<file path="config.mk">
export PLATFORM = sky130hd
export DESIGN_NAME = dual_notch_filter
export DESIGN_NICKNAME = d
export VERILOG_FILES = /design/src/rtl/dnf_pkg.sv /design/src/rtl/dnf_sat.sv /design/src/rtl/dnf_section.sv /design/src/rtl/dual_notch_filter.sv
export SDC_FILE = /design/constraint.sdc
export NUM_CORES = 2
export LEC_CHECK = 0
export BUFFER_PORTS_ARGS = -buffer_cell sky130_fd_sc_hd__buf_2
export CAP_MARGIN = 20
export CELL_PAD_IN_SITES_DETAIL_PLACEMENT = 0
export CELL_PAD_IN_SITES_GLOBAL_PLACEMENT = 2
export CORE_AREA = 5 5 310 312
export DETAILED_ROUTE_END_ITERATION = 8
export DIE_AREA = 0 0 315 317
export PLACE_DENSITY = 0.9
export SETUP_SLACK_MARGIN = 0.05
export SLEW_MARGIN = 15
export SYNTH_ARGS = -nofsm -noshare
export SYNTH_HDL_FRONTEND = slang
export SYNTH_SLANG_ARGS = --single-unit
</file>
<file path="constraint.sdc">
create_clock -name clk -period 9.79 [get_ports clk]
set_clock_uncertainty 0.15 [all_clocks]
set_input_delay 0.4895 -clock clk [delete_from_list [all_inputs] [get_ports clk]]
set_output_delay 0.4895 -clock clk [all_outputs]
set_load 0.1 [all_outputs]
</file>
<file path="src/rtl/dnf_pkg.sv">
package dnf_pkg;

  localparam int NUM_SEC = 2;
  localparam int COEF_W  = 16;
  localparam int FRAC_W  = 14;

  typedef logic signed [COEF_W-1:0] coef_t;

  // Q2.14 constants, index 0 = 315 Hz notch, index 1 = 2500 Hz notch
  localparam coef_t ZERO_TAP [NUM_SEC] = '{-16'sd31603,  16'sd17180};
  localparam coef_t POLE_TAP1[NUM_SEC] = '{ 16'sd31287, -16'sd17009};
  localparam coef_t POLE_TAP2[NUM_SEC] = '{-16'sd16058, -16'sd16058};

endpackage

</file>
<file path="src/rtl/dnf_sat.sv">
module dnf_sat #(
  parameter int IN_W  = 24,
  parameter int OUT_W = 16
) (
  input  logic signed [IN_W-1:0]  in_v,
  output logic signed [OUT_W-1:0] out_v
);

  localparam int HEAD_W = IN_W - OUT_W + 1;

  logic [HEAD_W-1:0] head;
  logic              fits;

  always_comb begin
    head = in_v[IN_W-1:OUT_W-1];
    fits = (head == '0) || (head == '1);
    if (fits) begin
      out_v = in_v[OUT_W-1:0];
    end else if (in_v[IN_W-1]) begin
      out_v = {1'b1, {(OUT_W-1){1'b0}}};
    end else begin
      out_v = {1'b0, {(OUT_W-1){1'b1}}};
    end
  end

endmodule

</file>
<file path="src/rtl/dnf_section.sv">
module dnf_section
  import dnf_pkg::*;
#(
  parameter int                       SMP_W = 16,
  parameter int                       CW    = COEF_W,
  parameter int                       FW    = FRAC_W,
  parameter logic signed [CW-1:0]     K_A1  = '0,
  parameter logic signed [CW-1:0]     K_B1  = '0,
  parameter logic signed [CW-1:0]     K_B2  = '0
) (
  input  logic                    clk,
  input  logic                    rst_n,
  input  logic                    in_vld,
  input  logic signed [SMP_W-1:0] in_x,
  output logic                    out_vld,
  output logic signed [SMP_W-1:0] out_y
);

  localparam int ACC_W = SMP_W + CW + 3;
  localparam logic signed [ACC_W-1:0] HALF  = ACC_W'(1) <<< (FW - 1);
  localparam logic signed [ACC_W-1:0] Y_MAX = (ACC_W'(1) <<< (SMP_W - 1)) - ACC_W'(1);
  localparam logic signed [ACC_W-1:0] Y_MIN = -(ACC_W'(1) <<< (SMP_W - 1));

  // history registers
  logic signed [SMP_W-1:0] x1_q, x2_q, y1_q, y2_q;
  logic signed [SMP_W-1:0] x1_d, x2_d, y1_d, y2_d;
  logic                    vld_q, vld_d;

  // datapath
  logic signed [ACC_W-1:0] t_x0, t_x2, t_a1, t_b1, t_b2;
  logic signed [ACC_W-1:0] acc, sum_sh;
  logic signed [SMP_W-1:0] y_new;

  always_comb begin
    t_x0   = ACC_W'(in_x) <<< FW;
    t_x2   = ACC_W'(x2_q) <<< FW;
    t_a1   = ACC_W'(K_A1) * ACC_W'(x1_q);
    t_b1   = ACC_W'(K_B1) * ACC_W'(y1_q);
    t_b2   = ACC_W'(K_B2) * ACC_W'(y2_q);
    acc    = t_x0 + t_a1 + t_x2 + t_b1 + t_b2;
    sum_sh = (acc + HALF) >>> FW;
  end

  dnf_sat #(
    .IN_W  (ACC_W),
    .OUT_W (SMP_W)
  ) u_sat (
    .in_v  (sum_sh),
    .out_v (y_new)
  );

  // next-state
  always_comb begin
    vld_d = in_vld;
    x1_d  = in_x;
    x2_d  = x1_q;
    y1_d  = y_new;
    y2_d  = y1_q;
  end

  // registers
  always_ff @(posedge clk or negedge rst_n) begin
    if (!rst_n) begin
      vld_q <= 1'b0;
      x1_q  <= '0;
      x2_q  <= '0;
      y1_q  <= '0;
      y2_q  <= '0;
    end else begin
      vld_q <= vld_d;
      if (in_vld) begin
        x1_q <= x1_d;
        x2_q <= x2_d;
        y1_q <= y1_d;
        y2_q <= y2_d;
      end
    end
  end

  assign out_vld = vld_q;
  assign out_y   = y1_q;

  // history frozen on idle cycles
  p_hold_r7: assert property (@(posedge clk) disable iff (!rst_n)
    !in_vld |=> ($stable(x1_q) && $stable(x2_q) && $stable(y1_q) && $stable(y2_q)));

  // all-zero state with zero input stays at zero
  p_zero_r3: assert property (@(posedge clk) disable iff (!rst_n)
    (in_vld && in_x == '0 && x1_q == '0 && x2_q == '0 && y1_q == '0 && y2_q == '0)
      |=> (out_y == '0));

  // clipping of the rounded sum
  p_sat_hi_r5: assert property (@(posedge clk) disable iff (!rst_n)
    (in_vld && sum_sh > Y_MAX) |=> (out_y == Y_MAX[SMP_W-1:0]));

  p_sat_lo_r5: assert property (@(posedge clk) disable iff (!rst_n)
    (in_vld && sum_sh < Y_MIN) |=> (out_y == Y_MIN[SMP_W-1:0]));

  // one registered stage per section
  p_vld_r2: assert property (@(posedge clk) disable iff (!rst_n)
    out_vld |-> $past(in_vld));

endmodule

</file>
<file path="src/rtl/dual_notch_filter.sv">
module dual_notch_filter
  import dnf_pkg::*;
#(
  parameter int IN_W  = 8,
  parameter int OUT_W = 8,
  parameter int SEC_W = 16
) (
  input  logic                    clk,
  input  logic                    rst_n,
  input  logic                    in_valid,
  input  logic signed [IN_W-1:0]  in_data,
  output logic                    out_valid,
  output logic signed [OUT_W-1:0] out_data
);

  localparam logic signed [SEC_W-1:0] O_MAX = (SEC_W'(1) <<< (OUT_W - 1)) - SEC_W'(1);
  localparam logic signed [SEC_W-1:0] O_MIN = -(SEC_W'(1) <<< (OUT_W - 1));

  logic signed [SEC_W-1:0] stage_y [NUM_SEC+1];
  logic                    stage_v [NUM_SEC+1];

  assign stage_y[0] = SEC_W'(in_data);
  assign stage_v[0] = in_valid;

  for (genvar s = 0; s < NUM_SEC; s++) begin : g_sec
    dnf_section #(
      .SMP_W (SEC_W),
      .K_A1  (ZERO_TAP[s]),
      .K_B1  (POLE_TAP1[s]),
      .K_B2  (POLE_TAP2[s])
    ) u_sec (
      .clk     (clk),
      .rst_n   (rst_n),
      .in_vld  (stage_v[s]),
      .in_x    (stage_y[s]),
      .out_vld (stage_v[s+1]),
      .out_y   (stage_y[s+1])
    );
  end

  dnf_sat #(
    .IN_W  (SEC_W),
    .OUT_W (OUT_W)
  ) u_out_sat (
    .in_v  (stage_y[NUM_SEC]),
    .out_v (out_data)
  );

  assign out_valid = stage_v[NUM_SEC];

  // fixed two-cycle latency, no stray strobes
  p_lat_r2: assert property (@(posedge clk) disable iff (!rst_n)
    in_valid |-> ##2 out_valid);

  p_no_extra_r2: assert property (@(posedge clk) disable iff (!rst_n)
    out_valid |-> $past(in_valid, 2));

  // output clip against last section result
  p_clip_hi_r6: assert property (@(posedge clk) disable iff (!rst_n)
    (stage_y[NUM_SEC] > O_MAX) |-> (out_data == O_MAX[OUT_W-1:0]));

  p_clip_lo_r6: assert property (@(posedge clk) disable iff (!rst_n)
    (stage_y[NUM_SEC] < O_MIN) |-> (out_data == O_MIN[OUT_W-1:0]));

endmodule

</file>
==> summary.md <==
| Metric | Value |
|---|---|
| CP required | 10020 ps |
| Core area | 0.09277 mm2 |
| Site Rows | approximately 110 |
| Synth async-reset ratio | 100.0% |
| Worst slew margin | 39.41% |
| DIE AREA | about 0.10 mm2 |
| Worst hold path class | input port to register |
| Wirelength, routed | between 90 and 100 mm |
| CP max stage delay | 590 ps |
| Clock buffer depth | 2 |
| GRT Overall Usage | 18.70% |
| Gr ovfl total | 0 |
| Syn Inst Count | 3930 |
| Reg clk slew, reported paths | 70 ps |
| Syn_area_per_cell | 9.162 um2 |
| Final Hold Viols | 0 |
| Initial drt markers | 1048 |
| Height of the die | 317 um |
| Launch point of the worst path | g_sec[1].u_sec.out_y[3] |
| Minimum clock period | approximately 9400 ps |
| Area delta synth->final | 10.78% |
| # DRC | 0 |
| Routed vias/inst | 4.931 |
| Least-Margin Pin Slew | 908.8 ps |
| CTS sink cnt | ~110 |
| Endpoint class of the critical path | register |
| Vias in the first global route | 27489 |
| Die extent in x | ~320 um |
| Dpl hpwl | 78.53 mm |
| Initial core utilization | 38.81% |
| Most common cell after layout, fill and taps aside | inv_1 |
| Slowest-stage cell, CP | fa_1 |
| Max Cap Viol | 0 |
| # IOs | 20 |
| Initial antenna violation count | 1 |
| Critical path fanouts, max | 7 |
| Critical Path Start Type | register |
| Post-DR wirelength/cell | around 17 um |
| Synth Cell Area | around 0.036 mm2 |
| Finished Layout Cells | between 5000 and 6000 |
| Cts bufs inserted | 17 |
| Vias | 26363 |
| Drt pass-1 iters | 5 |
| Placed Cells | 5303 |
| Unique masters post-synth | 89 |
| Number of I/O port buffers | 19 |
| Critical path class | register to register |
| Met3 GRT Util | under 10% |
| Most used cell, CP | fa_1 |
| Final cycle utilization of the critical path | 95.91% |
| CTS tree | built |
| CP arrival | 9620 ps |
| R2R Path Start | g_sec[1].u_sec.out_y[3] |
| First-pass GRT wire length | 147.2 mm |
| Hold Path Origin | in_data[2] |
| Layout net count | 5374 |
| Seq/Total Area, Yosys | 7.923% |
| Post-synth EDFFs | 0 |
| Outcome | complete, no violations |
| Largest net degree at the start of global routing | 74 |
| H-tree depth | 4 |
| GRT met1 Usage | 25.10% |
| Met2 Usage GRT | between 30 and 40% |
| Routability cong. | 0.9052 |
| Synthesized net count | 5224 |
| Total inserted antenna cells | 0 |
| Most Crowded Layer GR | met2 |
| Synth Register Bits | 114 |
| Top_reg_cell synth | dfrtp_1 |
| Reg2reg setup slack | around 400 ps |
| Max-slew violations | 0 |
| YS warnings | 0 |
| Most frequent cells in the layout | inv_1, ha_1, fa_1 |
| Clk root buf | clkbuf_16 |
| Max Freq | 0.1065 GHz |
| Final setup violation count | 0 |
| Clk_lat worst skew | 490 ps |
| Layout cells sized above 1 | 9.042% |
| Antenna-violating nets left | 0 |
-- cells in the mapped netlist (all sizes together) (17+ instances only) --
cell	number	share of area, %
nand2	156	1.6
nand2b	33	0.57
nor2	128	1.3
a211oi	50	1.1
nor2b	31	0.54
clkbuf	30	0.40
and3	17	0.30
nand3	41	0.57
o21ai	188	2.7
inv	1068	11
and2	18	0.31
or3	25	0.43
mux2	20	0.63
a21o	70	1.5
a21oi	151	2.1
xnor2	130	3.2
fa	520	29
xor2	79	1.9
dfrtp	114	7.9
ha	763	27
nor3	52	0.74
o21a	28	0.60
-- worst paths after layout --
path | to | cells past startpoint
worst max-delay path | g_sec[1].u_sec.out_y[3] | 37
worst min-delay path | g_sec[0].u_sec.x1_q[2] | 3
worst max register to register | g_sec[1].u_sec.out_y[3] | 37
worst min register to register | g_sec[0].u_sec.x2_q[0] | 1
max in group asynchronous | g_sec[0].u_sec.out_vld | 3
min in group asynchronous | g_sec[0].u_sec.x1_q[5] | 2
-- worst max-delay path, delay by kind of cell (launching register included) --
kind | cells | cell delay (ps)
simple gates | 4 | 960
xor+xnor | 1 | 90
buf+inv | 11 | 1420
flops | 1 | 390
fa+ha+maj | 10 | 4410
compound gates | 11 | 1860
-- registers in the layout, summed over array words and instances, names as in the netlist --
name,cells
g_sec.u_sec.y2_q,32
g_sec.u_sec.x2_q,24
g_sec.u_sec.x1_q,24
g_sec.u_sec.out_y,32
g_sec.u_sec.out_vld,2
-- timing repair --
| action | in CTS | in global routing |
|---|---|---|
| endpoints found under the setup margin | 30 | 31 |
| buffers inserted | 1 | 9 |
| hold buffers | 1 | 0 |
| pin swaps | 1 | 54 |
| gates resized for setup | 10 | 124 |
| gates cloned | 0 | 2 |
| endpoints found under the hold margin | 70 | 0 |
-- cell families after synthesis --
logic type / count (synthesis) / share of synthesized area (%)
buffers and inverters: 1104 / 11.64
AND/OR/NAND/NOR: 554 / 7.457
AO/OA/AOI/OAI: 641 / 11.71
XOR/XNOR: 209 / 5.084
adder cells (fa/ha/maj): 1283 / 55.42
flip-flops: 114 / 7.923
multiplexers: 25 / 0.7645
-- final cells by class --
type	count	area [um2]
Clock buffer	17	425.4
Clock inverter	14	250.2
Fill cell	9247	52880
Inverter	1068	4009
Multi-Input combinational cell	2712	29510
Sequential cell	114	2865
Tap cell	1254	1569
Timing Repair Buffer	167	1256
-- layer usage --
layer	vias to the layer above	part of all wire, %
met5	-	0
met3	84	3.4
met1	12978	46
met2	377	49
li1	12924	-
met4	0	1.7
-- through the flow --
| step | utilization [%] | setup TNS, ps | hold slack, ps | worst slack (ps) | instance area, um2 |
|---|---|---|---|---|---|
| global placement | 41.52 | -3585 | 382.5 | -240.8 | 38520 |
| floorplan | - | 0 | 43.91 | 104.9 | 36010 |
| global route | 43.00 | -67.96 | 118.0 | -15.46 | 39890 |
| finish | 43.00 | 0 | 109.8 | 400.6 | 39890 |
| CTS | 42.32 | 0 | 81.45 | 19.08 | 39260 |
| detailed placement | 41.52 | -5160 | 396.7 | -352.8 | 38520 |
Power is not shown: default switching activity piles up to over one toggle a cycle in this logic, so the estimate is an artifact.
